==> config.mk <==
export PLATFORM = sky130hd
export DESIGN_NAME = semcell_top
export DESIGN_NICKNAME = d
export VERILOG_FILES = /design/src/rtl/semcell_pkg.sv /design/src/rtl/semcell_dec.sv /design/src/rtl/semcell_counter.sv /design/src/rtl/semcell_waitlist.sv /design/src/rtl/semcell_top.sv
export SDC_FILE = /design/constraint.sdc
export NUM_CORES = 1
export LEC_CHECK = 0
export BUFFER_PORTS_ARGS = -buffer_cell sky130_fd_sc_hd__clkbuf_2
export CAP_MARGIN = 20
export CORE_AREA = 2 2 77 79
export CTS_CLUSTER_DIAMETER = 30
export DETAILED_ROUTE_END_ITERATION = 7
export DIE_AREA = 0 0 79 81
export GPL_TIMING_DRIVEN = 1
export PLACE_DENSITY_LB_ADDON = 0.1
export SYNTH_ARGS = -nofsm -noshare
export SYNTH_HDL_FRONTEND = slang
export SYNTH_SLANG_ARGS = --single-unit
==> constraint.sdc <==
create_clock -name clk -period 3.4 [get_ports clk]
set_input_delay 0.68 -clock clk [delete_from_list [all_inputs] [get_ports clk]]
set_output_delay 0.68 -clock clk [all_outputs]
set_load 0.05 [all_outputs]
==> src/rtl/semcell_pkg.sv <==
package semcell_pkg;

  typedef enum logic [2:0] {
    VW_RAW     = 3'd0,
    VW_TAG     = 3'd1,
    VW_EF_WAIT = 3'd2,
    VW_EF_TRY  = 3'd3,
    VW_PV_WAIT = 3'd4,
    VW_PV_TRY  = 3'd5,
    VW_RSV6    = 3'd6,
    VW_RSV7    = 3'd7
  } view_e;

  typedef struct packed {
    logic rd_any;
    logic raw_rd;
    logic tag_rd;
    logic tag_wr;
    logic p_wait;
    logic p_try;
    logic v_inc;
  } op_t;

endpackage

==> src/rtl/semcell_dec.sv <==
module semcell_dec
  import semcell_pkg::*;
(
  input  logic [2:0] view_sel,
  input  logic       rd_en,
  input  logic       wr_en,
  output op_t        op
);

  logic  rd_act;
  view_e vw;

  assign rd_act = rd_en && !wr_en;
  assign vw     = view_e'(view_sel);

  always_comb begin
    op        = '0;
    op.rd_any = rd_act;
    case (vw)
      VW_RAW: op.raw_rd = rd_act;
      VW_TAG: begin
        op.tag_rd = rd_act;
        op.tag_wr = wr_en;
      end
      VW_PV_WAIT: begin
        op.p_wait = rd_act;
        op.v_inc  = wr_en;
      end
      VW_PV_TRY: begin
        op.p_try = rd_act;
        op.v_inc = wr_en;
      end
      default: ;
    endcase
  end

endmodule

==> src/rtl/semcell_counter.sv <==
module semcell_counter #(
  parameter int CNT_W = 16
) (
  input  logic             clk,
  input  logic             rst,
  input  logic             inc,
  input  logic             dec,
  output logic [CNT_W-1:0] cnt,
  output logic             is_zero
);

  localparam logic [CNT_W-1:0] CNT_MAX = {CNT_W{1'b1}};
  localparam logic [CNT_W-1:0] CNT_ONE = {{(CNT_W-1){1'b0}}, 1'b1};

  logic [CNT_W-1:0] cnt_q;

  always_ff @(posedge clk) begin
    if (rst) begin
      cnt_q <= '0;
    end else if (inc) begin
      if (cnt_q != CNT_MAX) cnt_q <= cnt_q + CNT_ONE;
    end else if (dec) begin
      if (cnt_q != '0) cnt_q <= cnt_q - CNT_ONE;
    end
  end

  assign cnt     = cnt_q;
  assign is_zero = (cnt_q == '0);

  // the count stops at the top of its range
  p_sat_hold_r5: assert property (@(posedge clk) disable iff (rst)
    (inc && cnt_q == CNT_MAX) |=> cnt_q == CNT_MAX);
  // a release below the top adds one
  p_inc_step_r5: assert property (@(posedge clk) disable iff (rst)
    (inc && cnt_q != CNT_MAX) |=> cnt_q == $past(cnt_q) + CNT_ONE);
  // an acquire on a nonzero count takes one
  p_dec_step_r2: assert property (@(posedge clk) disable iff (rst)
    (dec && !inc && cnt_q != '0) |=> cnt_q == $past(cnt_q) - CNT_ONE);
  // an acquire on zero leaves the count at zero
  p_zero_hold_r3: assert property (@(posedge clk) disable iff (rst)
    (dec && !inc && cnt_q == '0) |=> cnt_q == '0);
  // with no semaphore operation the count does not move
  p_idle_hold_r7: assert property (@(posedge clk) disable iff (rst)
    (!inc && !dec) |=> $stable(cnt_q));

endmodule

==> src/rtl/semcell_waitlist.sv <==
module semcell_waitlist #(
  parameter int THREADS = 8,
  parameter int TID_W   = $clog2(THREADS)
) (
  input  logic               clk,
  input  logic               rst,
  input  logic               block,
  input  logic [TID_W-1:0]   tid,
  input  logic               release_all,
  output logic [THREADS-1:0] mask,
  output logic [THREADS-1:0] wake
);

  logic [THREADS-1:0] mask_q;
  logic [THREADS-1:0] wake_q;

  for (genvar g = 0; g < THREADS; g++) begin : g_thr
    always_ff @(posedge clk) begin
      if (rst)                                 mask_q[g] <= 1'b0;
      else if (release_all)                    mask_q[g] <= 1'b0;
      else if (block && tid == TID_W'(g))      mask_q[g] <= 1'b1;
    end
  end

  always_ff @(posedge clk) begin
    if (rst)              wake_q <= '0;
    else if (release_all) wake_q <= mask_q;
    else                  wake_q <= '0;
  end

  assign mask = mask_q;
  assign wake = wake_q;

  // a release pulses out the prior mask and empties it
  p_wake_flush_r6: assert property (@(posedge clk) disable iff (rst)
    release_all |=> (wake_q == $past(mask_q)) && (mask_q == '0));
  // no pulse without a release
  p_wake_quiet_r6: assert property (@(posedge clk) disable iff (rst)
    !release_all |=> wake_q == '0);
  // a blocked thread is recorded and earlier bits are kept
  p_block_set_r11: assert property (@(posedge clk) disable iff (rst)
    (block && !release_all) |=> ((mask_q & $past(mask_q)) == $past(mask_q))
                                && $countones(mask_q) >= $countones($past(mask_q)));

endmodule

==> src/rtl/semcell_top.sv <==
module semcell_top
  import semcell_pkg::*;
#(
  parameter int DATA_W  = 32,
  parameter int CNT_W   = 16,
  parameter int THREADS = 8,
  parameter int TAG_W   = 3,
  parameter int TID_W   = $clog2(THREADS)
) (
  input  logic               clk,
  input  logic               rst,
  input  logic [2:0]         view_sel,
  input  logic               rd_en,
  input  logic               wr_en,
  input  logic [DATA_W-1:0]  wr_data,
  input  logic [TID_W-1:0]   req_tid,
  output logic               rsp_valid,
  output logic               rsp_stall,
  output logic [DATA_W-1:0]  rsp_data,
  output logic [THREADS-1:0] wake_vec
);

  op_t                op;
  logic [CNT_W-1:0]   cnt;
  logic               cnt_zero;
  logic               block;
  logic [THREADS-1:0] blk_mask;
  logic [TAG_W-1:0]   tag_q;
  logic               valid_q;
  logic               stall_q;
  logic [DATA_W-1:0]  data_q;
  logic [DATA_W-1:0]  data_n;

  semcell_dec u_dec (
    .view_sel (view_sel),
    .rd_en    (rd_en),
    .wr_en    (wr_en),
    .op       (op)
  );

  semcell_counter #(.CNT_W(CNT_W)) u_cnt (
    .clk     (clk),
    .rst     (rst),
    .inc     (op.v_inc),
    .dec     (op.p_wait || op.p_try),
    .cnt     (cnt),
    .is_zero (cnt_zero)
  );

  assign block = op.p_wait && cnt_zero;

  semcell_waitlist #(.THREADS(THREADS), .TID_W(TID_W)) u_wait (
    .clk         (clk),
    .rst         (rst),
    .block       (block),
    .tid         (req_tid),
    .release_all (op.v_inc),
    .mask        (blk_mask),
    .wake        (wake_vec)
  );

  always_ff @(posedge clk) begin
    if (rst)            tag_q <= '0;
    else if (op.tag_wr) tag_q <= wr_data[TAG_W-1:0];
  end

  always_comb begin
    data_n = '0;
    if (op.raw_rd)                              data_n = DATA_W'(cnt);
    else if (op.tag_rd)                         data_n = DATA_W'(tag_q);
    else if ((op.p_wait || op.p_try) && !cnt_zero) data_n = DATA_W'(cnt);
  end

  always_ff @(posedge clk) begin
    if (rst) begin
      valid_q <= 1'b0;
      stall_q <= 1'b0;
      data_q  <= '0;
    end else begin
      valid_q <= op.rd_any;
      stall_q <= block;
      data_q  <= data_n;
    end
  end

  assign rsp_valid = valid_q;
  assign rsp_stall = stall_q;
  assign rsp_data  = data_q;

  // a stall is a valid response carrying zero
  p_stall_shape_r3: assert property (@(posedge clk) disable iff (rst)
    rsp_stall |-> (rsp_valid && rsp_data == '0));
  // simultaneous strobes produce no read response
  p_write_wins_r10: assert property (@(posedge clk) disable iff (rst)
    (rd_en && wr_en) |=> !rsp_valid);
  // decoded operations are mutually exclusive
  p_op_excl_r9: assert property (@(posedge clk) disable iff (rst)
    $onehot0({op.raw_rd, op.tag_rd, op.tag_wr, op.p_wait, op.p_try, op.v_inc}));
  // tag bits move only on a tag write
  p_tag_hold_r8: assert property (@(posedge clk) disable iff (rst)
    !op.tag_wr |=> $stable(tag_q));

endmodule

==> results.toml <==
[clocking]
cts_sinks = 53
clk_latency_ns = 0.30
cts_hold_buf = 0
clockBufferDepth = 2
post_cts_resized = 0
postCtsSetupBuffers = 0
cts_max_level = 2
cts_tree = "built"
cts.clk_slew.worst_paths_ns = 0.09
root_buffer = "clkbuf_8"
cts-buffers-inserted = 5

[power_and_ir_drop]
p_per_area_mw_per_mm2 = 500
power_mw = 1.55
p_leak_nw = 1.41
ir_drop_mv = 0.201

[grt]
grt_start_max_net_pins = 33
track_usage_pct = 19.0
antenna_found_initial = 0
grt_pass1_wl_um = 9720
grt_pass1_vias = 2075
grt.overflow.total = 0

[sta]
period_needed_ns = 2.69
relSlewSlack_pct = 38.3
report.final.slew_viol_count = 0
min_period_over_period_pct = 79.1
fmax_ghz = 0.372
finalHoldViolations = 0
skew_ns = 0.0107
tns_ns = 0
setup_viol = 0
post-route-worst-setup-slack_ns = 0.709
rsz0062_at_grt = "false"
worst_slew_pin_slew_ns = 0.925

[synthesis]
synth.cells.most_frequent = "53 x dfxtp_1, 28 x nor2_1, 26 x a21oi_1, 26 x nand2_1, 24 x and3_1"
yosys-top-cells-area = "dfxtp_1 38%, ha_1 7.2%, and3_1 5.4%"
synth_xor_area_share_pct = 1.26
synth-compound-area-share_pct = 15.4
synth_edf_count = 0
ys_ff_latch = 53
async_reset_ff_share_pct = 0
yosysSeqAreaShare_pct = 38.0
ys_types = 57
synth_ff_type = "dfxtp_1"
syn_area_mm2 = 0.00279
yosysWarnings = 0
syn_area_per_cell_um2 = 8.81
synth_top_cell_area_share_pct = 38.0
synth_top_area_cell = "dfxtp_1"
synth-simple-area-share_pct = 28.2
yosysMostFrequentCell = "dfxtp_1"
synth_top_family_by_area = "simple AND/OR/NAND/NOR gates"
synthCells = 317
synth-adder-area-share_pct = 7.89
synth_mux_area_share_pct = 1.43

[drt]
drt-initial-drc-count = 66
ant_nets = 0
drcViolationCount = 0
drt-vias-per-instance = 5.33
vias = 2296
wl_um = 5810
wire_per_inst_um = 13.5
dr.pass1.iters = 4

[hold_path]
holdPathStages = 2
hold_path.class = "flip-flop to flip-flop"

[floorplan]
pin_count = 84
dieArea_mm2 = 0.00640
die_h_um = 81
rows = 28
core_mm2 = 0.00568
initial_core_util_pct = 49.2
die_w_um = 79

[setup_path]
crit_buf_inv = 1
critPathMaxStageDelay_ns = 0.46
crit_required_ns = 3.62
worst_path_max_delay_cell = "ha_1"
cp_top_family = "simple AND/OR/NAND/NOR gates"
arrival_ns = 2.91
crit_path_end_kind = "flip-flop"
r2r_cells = 6
critPathKind = "input pin to flip-flop"
crit_fanout = 21
crit_cells = 9
path_cells = "clkbuf_2, nand3b_4, ha_1, nand2_1, o21ai_0, o21bai_1, and3b_1, or3_1, a21oi_1"
startpoint_type = "input pin"

[finish]
syn_to_final_growth_pct = 10.9
utilization_pct = 54.6
nNetsFinal = 414
antenna_cells = 0
drive_gt1_share_pct = 17.7

[placed_design]
gp_congestion = 0.879
io_buffers = 38
dp_slack_ns = 0.399
hpwl_um = 4230

[outcome]
status = "completed"

[flow_run]
cap_violations = 0
final cells by class:
| cell class | count | area [um2] |
|---|---|---|
| fill | 551 | 2580 |
| inverter | 8 | 30.0 |
| clock inverter | 2 | 38.8 |
| multi-input combinational | 244 | 1570 |
| sequential | 53 | 1060 |
| timing repair buffer | 43 | 228 |
| clock buffer | 6 | 72.6 |
| tap | 75 | 93.8 |
power breakdown:
group	switching (mW)	leakage, nW	internal, mW
Clock	0.200	0.0554	0.221
Combinational	0.277	0.924	0.166
Sequential	0.0363	0.429	0.647
Total	0.513	1.41	1.03
metrics by stage:
step / instance area (um2) / instances / hold WS (ns)
6_report: 3100 / 431 / 0.468
2_1_floorplan: 2850 / 332 / 0.429
5_1_grt: 3100 / 431 / 0.494
3_3_place_gp: 2990 / 423 / 0.440
3_5_place_dp: 2990 / 423 / 0.457
4_1_cts: 3100 / 431 / 0.479
registers in the layout, indices dropped and copies added (netlist names):
name,flops
u_cnt.cnt,16
rsp_valid,1
u_wait.mask,8
rsp_stall,1
tag_q,3
u_wait.wake,8
rsp_data,16
cells by family after synthesis:
kind of cell	Yosys count
XOR/XNOR	4
other	1
buffers and inverters	35
flip-flops	53
adder cells (fa/ha/maj)	17
AND/OR/NAND/NOR	137
AO/OA/AOI/OAI	66
multiplexers	4
tightest hold or removal path: stages (launching register included):
cell and delay, ns:
dfxtp_1 0.33, a21oi_1 0.04, nor2_1 0.07
placed cells by master, fill, tap and decap left out, types with 2 or more instances in the layout:
cell type,n
a211oi_1,2
nand4_1,7
o21ai_0,11
clkbuf_8,5
and3_1,24
mux2i_1,4
nor2b_1,2
or3_1,2
o211ai_1,3
nor3_1,6
inv_1,8
conb_1,16
nor2_1,28
nor4b_1,5
a21oi_1,26
a21o_1,3
nor2_4,2
nor4_1,4
nand3_1,15
nand2b_1,3
a31oi_1,4
clkbuf_2,38
a22oi_1,3
o21a_1,2
xnor2_1,3
dfxtp_1,53
ha_1,16
buf_4,5
nand2_1,26
and2_1,2
per-layer routing:
metal | track usage [%] | share of wire (%) | vias to the layer above
met5 | 0 | 0 | -
met4 | 4.14 | 0.72 | 0
met3 | 3.33 | 5.4 | 4
met2 | 32.1 | 46 | 66
met1 | 25.4 | 48 | 1038
li1 | - | - | 1188
final timing paths:
check / from / to / slack (ns)
max: view_sel[1] / u_cnt.cnt[15] / 0.71
min: u_wait.mask[4] / u_wait.mask[4] / 0.47
max reg2reg: u_cnt.cnt[11] / u_cnt.cnt[0] / 0.97
min reg2reg: u_wait.mask[4] / u_wait.mask[4] / 0.47
Note: power is estimated with default switching activity, not from simulation.
